File: config.mk
export PLATFORM = sky130hd
export DESIGN_NAME = ldq_channel
export DESIGN_NICKNAME = d
export VERILOG_FILES = /design/src/rtl/dmaq_pkg.sv /design/src/rtl/dmaq_desc_ram.sv /design/src/rtl/dmaq_xfer_timer.sv /design/src/rtl/dmaq_engine.sv /design/src/rtl/ldq_channel.sv
export SDC_FILE = /design/constraint.sdc
export NUM_CORES = 2
export LEC_CHECK = 0
export BUFFER_PORTS_ARGS = -buffer_cell sky130_fd_sc_hd__buf_2
export CORE_MARGIN = 1.5
export CORE_UTILIZATION = 40
export DETAILED_ROUTE_END_ITERATION = 12
export HOLD_SLACK_MARGIN = 0.06
export PLACE_DENSITY = 0.63
export RECOVER_POWER = 50
export SYNTH_ARGS = -nofsm -noshare
export SYNTH_HDL_FRONTEND = slang
export SYNTH_SLANG_ARGS = --single-unit
File: constraint.sdc
create_clock -name clk -period 4.4 [get_ports clk]
set_clock_uncertainty 0.15 [all_clocks]
set_input_delay 0.66 -clock clk [delete_from_list [all_inputs] [get_ports clk]]
set_output_delay 0.66 -clock clk [all_outputs]
set_load 0.01 [all_outputs]
File: src/rtl/dmaq_pkg.sv
package dmaq_pkg;
  // control word bit positions (decoded by software and the engine alike)
  localparam int BIT_SOP = 31;
  localparam int BIT_EOP = 30;
  localparam int BIT_OWN = 29;
  localparam int BIT_EOQ = 28;
  localparam int BIT_TDC = 27;
  localparam int BIT_CRC = 26;
  localparam int LEN_W   = 11;

  // word positions inside a descriptor
  localparam int W_LINK = 0;
  localparam int W_BUF  = 1;
  localparam int W_SIZE = 2;
  localparam int W_CTRL = 3;

  localparam logic [31:0] TD_MARK = 32'hFFFF_FFFC;

  localparam logic [1:0] SEL_HEAD = 2'd0;
  localparam logic [1:0] SEL_COMP = 2'd1;
  localparam logic [1:0] SEL_TEAR = 2'd2;
  localparam logic [1:0] SEL_SRST = 2'd3;

  typedef enum logic [1:0] {
    ST_IDLE   = 2'd0,
    ST_FETCH  = 2'd1,
    ST_XFER   = 2'd2,
    ST_TDWAIT = 2'd3
  } eng_state_t;

  // control word as written back when a descriptor is returned
  function automatic logic [31:0] retire_ctrl(logic [31:0] ctrl, logic last, logic torn);
    logic [31:0] r;
    r = ctrl;
    r[BIT_OWN] = 1'b0;
    if (last) r[BIT_EOQ] = 1'b1;
    if (torn) r[BIT_TDC] = 1'b1;
    return r;
  endfunction

  function automatic logic [LEN_W-1:0] pkt_len(logic [31:0] ctrl);
    return ctrl[LEN_W-1:0];
  endfunction
endpackage

File: src/rtl/dmaq_desc_ram.sv
module dmaq_desc_ram #(
  parameter int DESC_NUM = 8
) (
  input  logic                              clk,
  input  logic                              h_we,
  input  logic [$clog2(DESC_NUM)+1:0]       h_waddr,
  input  logic [31:0]                       h_wdata,
  input  logic [$clog2(DESC_NUM)+1:0]       h_raddr,
  output logic [31:0]                       h_rdata,
  input  logic [$clog2(DESC_NUM)-1:0]       e_rbase,
  output logic [3:0][31:0]                  e_words,
  input  logic                              e_we,
  input  logic [$clog2(DESC_NUM)-1:0]       e_wbase,
  input  logic [31:0]                       e_wctrl
);
  import dmaq_pkg::*;
  localparam int DEPTH = DESC_NUM * 4;

  logic [31:0] mem [DEPTH];

  // engine write is last, so it wins on a same-word collision
  always_ff @(posedge clk) begin
    if (h_we) mem[h_waddr] <= h_wdata;
    if (e_we) mem[{e_wbase, 2'(W_CTRL)}] <= e_wctrl;
  end

  assign h_rdata = mem[h_raddr];

  for (genvar k = 0; k < 4; k++) begin : g_word
    assign e_words[k] = mem[{e_rbase, 2'(k)}];
  end
endmodule

File: src/rtl/dmaq_xfer_timer.sv
module dmaq_xfer_timer #(
  parameter int LAT = 4
) (
  input  logic clk,
  input  logic rst_n,
  input  logic clr,
  input  logic start,
  output logic done
);
  localparam int CW = $clog2(LAT + 1);
  logic [CW-1:0] cnt;

  always_ff @(posedge clk or negedge rst_n) begin
    if (!rst_n)              cnt <= '0;
    else if (clr)            cnt <= '0;
    else if (start)          cnt <= CW'(LAT);
    else if (cnt != '0)      cnt <= cnt - 1'b1;
  end

  assign done = (cnt == CW'(1));

  p_done_single_r4: assert property (@(posedge clk) disable iff (!rst_n)
    done |=> !done);
endmodule

File: src/rtl/dmaq_engine.sv
module dmaq_engine #(
  parameter int DESC_NUM = 8,
  parameter logic [31:0] CHAN_ID = 32'd0
) (
  input  logic                         clk,
  input  logic                         rst_n,
  input  logic                         reg_we,
  input  logic [1:0]                   reg_sel,
  input  logic [31:0]                  reg_wdata,
  input  logic [3:0][31:0]             desc_words,
  output logic [$clog2(DESC_NUM)-1:0]  rd_base,
  output logic                         wr_en,
  output logic [$clog2(DESC_NUM)-1:0]  wr_base,
  output logic [31:0]                  wr_ctrl,
  output logic                         tmr_start,
  output logic                         tmr_clr,
  input  logic                         tmr_done,
  output logic                         busy,
  output logic [31:0]                  head_ptr,
  output logic [31:0]                  comp_ptr,
  output logic                         comp_evt,
  output logic                         comp_pend,
  output logic                         td_wait,
  output logic                         srst_flag,
  output logic                         xfer_go,
  output logic [31:0]                  xfer_buf,
  output logic [31:0]                  xfer_bufsz,
  output logic [10:0]                  xfer_len
);
  import dmaq_pkg::*;
  localparam int IW = $clog2(DESC_NUM);

  eng_state_t  state;
  logic [31:0] cur_ptr;
  logic        td_pend;

  // decoded register events
  logic head_wr, comp_wr, tear_wr, srst_wr;
  assign head_wr = reg_we && (reg_sel == SEL_HEAD);
  assign comp_wr = reg_we && (reg_sel == SEL_COMP);
  assign tear_wr = reg_we && (reg_sel == SEL_TEAR) && (reg_wdata == CHAN_ID);
  assign srst_wr = reg_we && (reg_sel == SEL_SRST) && reg_wdata[0];

  // descriptor view
  logic [31:0] ctrl_now, link_now;
  logic        owned, last, torn, retire, fetch_go, ack_hit;
  assign ctrl_now = desc_words[W_CTRL];
  assign link_now = desc_words[W_LINK];
  assign owned    = ctrl_now[BIT_OWN];
  assign last     = (link_now == '0);
  assign torn     = td_pend || tear_wr;
  assign fetch_go = (state == ST_FETCH) && owned;
  assign retire   = (state == ST_XFER) && tmr_done;
  assign ack_hit  = comp_wr && comp_pend && (reg_wdata == comp_ptr);

  assign rd_base   = cur_ptr[IW+3:4];
  assign wr_base   = cur_ptr[IW+3:4];
  assign wr_en     = retire;
  assign wr_ctrl   = retire_ctrl(ctrl_now, last, torn);
  assign tmr_start = fetch_go;
  assign tmr_clr   = srst_flag;

  assign xfer_go    = fetch_go;
  assign xfer_buf   = desc_words[W_BUF];
  assign xfer_bufsz = desc_words[W_SIZE];
  assign xfer_len   = pkt_len(ctrl_now);

  assign busy     = (state != ST_IDLE);
  assign td_wait  = (state == ST_TDWAIT);
  assign head_ptr = cur_ptr;

  always_ff @(posedge clk or negedge rst_n) begin
    if (!rst_n) begin
      state     <= ST_IDLE;
      cur_ptr   <= '0;
      comp_ptr  <= '0;
      comp_evt  <= 1'b0;
      comp_pend <= 1'b0;
      td_pend   <= 1'b0;
      srst_flag <= 1'b0;
    end else if (srst_flag) begin
      state     <= ST_IDLE;
      cur_ptr   <= '0;
      comp_ptr  <= '0;
      comp_evt  <= 1'b0;
      comp_pend <= 1'b0;
      td_pend   <= 1'b0;
      srst_flag <= 1'b0;
    end else begin
      comp_evt  <= 1'b0;
      srst_flag <= srst_wr;
      if (ack_hit) comp_pend <= 1'b0;
      case (state)
        ST_IDLE: begin
          if (tear_wr) begin
            state     <= ST_TDWAIT;
            comp_ptr  <= TD_MARK;
            comp_evt  <= 1'b1;
            comp_pend <= 1'b1;
          end else if (head_wr && reg_wdata != '0) begin
            state   <= ST_FETCH;
            cur_ptr <= reg_wdata;
          end
        end
        ST_FETCH: begin
          if (owned) begin
            state <= ST_XFER;
            if (tear_wr) td_pend <= 1'b1;
          end else if (torn) begin
            state     <= ST_TDWAIT;
            cur_ptr   <= '0;
            td_pend   <= 1'b0;
            comp_ptr  <= TD_MARK;
            comp_evt  <= 1'b1;
            comp_pend <= 1'b1;
          end else begin
            state   <= ST_IDLE;
            cur_ptr <= '0;
          end
        end
        ST_XFER: begin
          if (retire) begin
            comp_evt  <= 1'b1;
            comp_pend <= 1'b1;
            if (torn) begin
              state    <= ST_TDWAIT;
              cur_ptr  <= '0;
              td_pend  <= 1'b0;
              comp_ptr <= TD_MARK;
            end else begin
              comp_ptr <= cur_ptr;
              if (last) begin
                state   <= ST_IDLE;
                cur_ptr <= '0;
              end else begin
                state   <= ST_FETCH;
                cur_ptr <= link_now;
              end
            end
          end else if (tear_wr) begin
            td_pend <= 1'b1;
          end
        end
        ST_TDWAIT: begin
          if (comp_wr && reg_wdata == TD_MARK) begin
            state     <= ST_IDLE;
            comp_pend <= 1'b0;
          end
        end
        default: state <= ST_IDLE;
      endcase
    end
  end

  p_idle_head_zero_r5: assert property (@(posedge clk) disable iff (!rst_n)
    !busy |-> head_ptr == '0);
  p_tdwait_marker_r7: assert property (@(posedge clk) disable iff (!rst_n)
    td_wait |-> comp_ptr == TD_MARK);
  p_evt_sets_pend_r10: assert property (@(posedge clk) disable iff (!rst_n)
    comp_evt |-> comp_pend);
  p_srst_one_cycle_r12: assert property (@(posedge clk) disable iff (!rst_n)
    srst_flag |=> !srst_flag);
  p_wb_owner_clear_r4: assert property (@(posedge clk) disable iff (!rst_n)
    wr_en |-> !wr_ctrl[BIT_OWN]);
  p_go_then_xfer_r13: assert property (@(posedge clk) disable iff (!rst_n)
    (xfer_go && !srst_flag) |=> (busy && !td_wait && !xfer_go));
endmodule

File: src/rtl/ldq_channel.sv
module ldq_channel #(
  parameter int DESC_NUM = 8,
  parameter int LAT = 4,
  parameter logic [31:0] CHAN_ID = 32'd0
) (
  input  logic                         clk,
  input  logic                         rst_n,
  input  logic                         reg_we,
  input  logic [1:0]                   reg_sel,
  input  logic [31:0]                  reg_wdata,
  input  logic                         mem_we,
  input  logic [$clog2(DESC_NUM)+1:0]  mem_waddr,
  input  logic [31:0]                  mem_wdata,
  input  logic [$clog2(DESC_NUM)+1:0]  mem_raddr,
  output logic [31:0]                  mem_rdata,
  output logic                         busy,
  output logic [31:0]                  head_ptr,
  output logic [31:0]                  comp_ptr,
  output logic                         comp_evt,
  output logic                         comp_pend,
  output logic                         td_wait,
  output logic                         srst_flag,
  output logic                         xfer_go,
  output logic [31:0]                  xfer_buf,
  output logic [31:0]                  xfer_bufsz,
  output logic [10:0]                  xfer_len
);
  localparam int IW = $clog2(DESC_NUM);

  logic [3:0][31:0] desc_words;
  logic [IW-1:0]    rd_base, wr_base;
  logic             wr_en, tmr_start, tmr_clr, tmr_done;
  logic [31:0]      wr_ctrl;

  dmaq_desc_ram #(.DESC_NUM(DESC_NUM)) u_ram (
    .clk     (clk),
    .h_we    (mem_we),
    .h_waddr (mem_waddr),
    .h_wdata (mem_wdata),
    .h_raddr (mem_raddr),
    .h_rdata (mem_rdata),
    .e_rbase (rd_base),
    .e_words (desc_words),
    .e_we    (wr_en),
    .e_wbase (wr_base),
    .e_wctrl (wr_ctrl)
  );

  dmaq_xfer_timer #(.LAT(LAT)) u_timer (
    .clk   (clk),
    .rst_n (rst_n),
    .clr   (tmr_clr),
    .start (tmr_start),
    .done  (tmr_done)
  );

  dmaq_engine #(.DESC_NUM(DESC_NUM), .CHAN_ID(CHAN_ID)) u_eng (
    .clk        (clk),
    .rst_n      (rst_n),
    .reg_we     (reg_we),
    .reg_sel    (reg_sel),
    .reg_wdata  (reg_wdata),
    .desc_words (desc_words),
    .rd_base    (rd_base),
    .wr_en      (wr_en),
    .wr_base    (wr_base),
    .wr_ctrl    (wr_ctrl),
    .tmr_start  (tmr_start),
    .tmr_clr    (tmr_clr),
    .tmr_done   (tmr_done),
    .busy       (busy),
    .head_ptr   (head_ptr),
    .comp_ptr   (comp_ptr),
    .comp_evt   (comp_evt),
    .comp_pend  (comp_pend),
    .td_wait    (td_wait),
    .srst_flag  (srst_flag),
    .xfer_go    (xfer_go),
    .xfer_buf   (xfer_buf),
    .xfer_bufsz (xfer_bufsz),
    .xfer_len   (xfer_len)
  );
endmodule

==> flow_summary_export.csv <==
group,metric,value,unit
status,status,"complete, but fails checks",
status,violations,"capacitance limit, slew limit",
pwr,pwr-share-comb,0.282,
place,gp_congestion,0.941,
floorplanning,die_w,368,um
clock_tree,cts-root-buf,"clkbuf_16",
synthesis,synth_ff_type,"edfxtp_1",
clock_tree,clk_latency,730,ps
pwr,seqPwrFrac,0.390,
global_route,antenna_found_initial,16,
global_route,grt_pass1_vias,36600,
pwr,peakVddDrop,0.357,mV
place,post-place-ws,552,ps
timing,tns,0,ps
place,hpwl,138000,um
floorplanning,core_area,132000,sq um
synthesis,yosysSeqAreaShare,0.609,
synthesis,postSynthAreaPerCell,16.0,sq um
synthesis,synth-compound-area-share,0.0980,
synthesis,ys_ff_latch,1097,
setup_path,cp_max_fo,40,
pwr,p_total,31200,uW
clock_tree,cts_tree,"done",
setup_path,required,3590,ps
route,dr.pass1.iters,6,
finish,final_area,61800,sq um
setup_path,r2r_cells,9,
route,vias_per_cell,7.02,
global_route,grt_max_degree,74,
setup_path,r2r-end,"u_eng.state[0]",
min_path,holdCritPathClass,"in2reg",
min_path,worstHoldPathCells,2,
synthesis,synth-xor-area-share,0.00542,
timing,timing.final.max_slew_violations,472,
synthesis,syn_area,53300,sq um
job,max_cap_viol_count,24,
pwr,leakagePower,0.0199,uW
timing,finalCriticalPeriod,4370,ps
floorplanning,ios,257,
pwr,swShare,0.335,
min_path,worstHoldEndpoint,"u_eng.head_ptr[14]",
pwr,power_frac_clock,0.328,
place,place_area,58000,sq um
route,wl_per_cell,40.0,um
floorplanning,start_util,0.405,
timing,worst_slack,34.1,ps
setup_path,crit_path_end_kind,"output port",
synthesis,synth_top_family_by_area,"multiplexers",
setup_path,r2r_start,"u_eng.head_ptr[5]",
synthesis,synth_adder_area_share,0.00164,
floorplanning,row_count,133,
synthesis,syn_inst,3339,
global_route,grt_pass1_wl,297000,um
clock_tree,clock-sinks,1097,
floorplanning,die_h,368,um
synthesis,synth_simple_gate_area_share,0.0455,
route,vias,38500,
global_route,grt_remaining_overflow,0,
clock_tree,htree_levels,3,
setup_path,start_kind,"register",
finish,syn2layout_area_growth,15.9,%
place,port_buffers,256,
pwr,cellPowerDensity,505,nW/um^2
finish,drive_above_1_share,0.320,
pwr,switchingPower,10500,uW
clock_tree,cts_buffers,114,
finish,fillers,11200,
min_path,hold_start,"reg_wdata[14]",
synthesis,synth.area.mux_share,0.213,
synthesis,synth_cell_types,58,
timing,hold_viol,0,
setup_path,arrival,3560,ps
timing,fin_crit_sh,0.992,
route,postRouteAntennaNets,0,
synthesis,synthArstFlopShare,0.0665,
synthesis,synthesis.nets,3426,
setup_path,ff2ff_setup_slack,350,ps
timing,tightest_slew,3750,ps
timing,rsz0062_at_grt,"false",
finish,num-nets-final,3700,
setup_path,setup.worst_path.class,"reg2out",
route,drc_errors,0,
route,drt_iter0_drc,6877,
floorplanning,die-area,135000,sq um
timing,fmax,229,MHz
timing,setup_viol,0,
synthesis,synth_edf_count,1016,
clock_tree,cts.clk_slew.worst_paths,70,ps
global_route,grtUsageTotal,0.316,
route,wirelength,219000,um
clock_tree,cts_max_path_buffers,3,
timing,worst_slew_margin_rel,-1.50,
pwr,p_int,20700,uW
synthesis,yosys_warnings,0,
## Yosys cell counts (all sizes together) (32+ instances only)
master,count,area (sq um)
clkbuf,172,659
xor2,32,280
a221oi,85,744
mux4,406,9170
mux2i,75,751
a22o,137,1200
o21ai,182,915
nor4,43,275
a211oi,40,300
buf,144,718
a221o,49,490
a21oi,59,295
dfrtp,73,1830
nor2,163,612
mux2,125,1410
edfxtp,1016,30500
nor3,33,165
a22oi,104,781
nand2,196,736
## power by group through the flow
stage	logic (uW)	clock network [uW]	registers (uW)
3_5_place_dp	8480	0	12400
2_1_floorplan	4740	0	12200
6_report	8800	10200	12200
4_1_cts	8570	10200	12200
3_3_place_gp	8430	0	12400
5_1_grt	9140	10600	12200
## kinds of logic (layout without fill, tap and decap cells)
family | count (synthesis) | in the layout
buffers and inverters | 339 | 713
DFF | 1097 | 1097
and+or+nand+nor | 535 | 536
AOI/OAI and AO/OA | 722 | 722
muxes | 606 | 606
adders and majority gates | 7 | 7
other | 0 | 7
xor gates and xnor gates | 33 | 33
## how the worst max path moves through the flow
stage                   endpoint  slack [ps]  cells after the start               from
2_1_floorplan   u_ram.mem[11][0]         340                      2       mem_waddr[4]
3_3_place_gp   u_ram.mem[15][28]         610                      8  u_eng.head_ptr[5]
3_5_place_dp   u_ram.mem[27][28]         550                      8  u_eng.head_ptr[5]
4_1_cts              xfer_buf[4]          10                      6  u_eng.head_ptr[5]
5_1_grt              xfer_len[4]           3                      9  u_eng.head_ptr[5]
6_report          xfer_bufsz[28]          30                      6  u_eng.head_ptr[6]
## placed cells by master, fill, tap and decap left out, drive strengths merged, types with 73 or more instances in the layout
master     n
a221oi    85
a22o     137
a22oi    104
buf      412
clkbuf   190
dfrtp     73
edfxtp  1016
mux2     125
mux2i     75
mux4     406
nand2    196
nor2     164
o21ai    182
## metal layers
layer	global-route usage	share of wire
met5	0	0.00025
met2	0.472	0.44
met4	0.169	0.066
met1	0.409	0.34
met3	0.104	0.16
## state kept, by name (all words and copies together), names as in the netlist
signal,count
u_ram.mem,1024
u_eng.comp_ptr,32
u_eng.head_ptr,32
u_timer.cnt,3
u_eng.state,2
u_eng.comp_evt,1
u_eng.comp_pend,1
u_eng.srst_flag,1
u_eng.td_pend,1
## what timing repair did
item                       CTS  global route
gates resized for setup      1             4
pin swaps                    2             2
setup endpoints to repair    7             7
buffers inserted             5             2
hold endpoints to repair    74             0
hold buffers                 2             0
cloned                       0             1
## worst max-delay path, stage by stage (launching register included)
cell and delay, ps:
dfrtp_4 790, buf_12 330, and2_2 690, buf_4 430
a22oi_1 110, nand4_1 260, buf_2 190
## through the flow
stage | util | std cells | hold WS [ps]
finish | 0.469 | 5476 | 84.5
global route | 0.469 | 5469 | 84.9
CTS | 0.470 | 5466 | 60.8
detailed placement | 0.440 | 5242 | 349
global placement | 0.440 | 5242 | 341
floorplan | - | 3339 | 214
## area by class of cell
cell class / instances / area, sq um / share of cell area
Antenna cell: 7 / 17.5 / 0.000284
Timing Repair Buffer: 473 / 3360 / 0.0544
Multi-Input combinational cell: 1904 / 19700 / 0.319
Sequential cell: 1097 / 32500 / 0.526
Clock inverter: 86 / 933 / 0.0151
Clock buffer: 131 / 3000 / 0.0486
Inverter: 23 / 87.6 / 0.00142
Tap cell: 1755 / 2200 / 0.0355
Power figures use the tool's default switching activity.
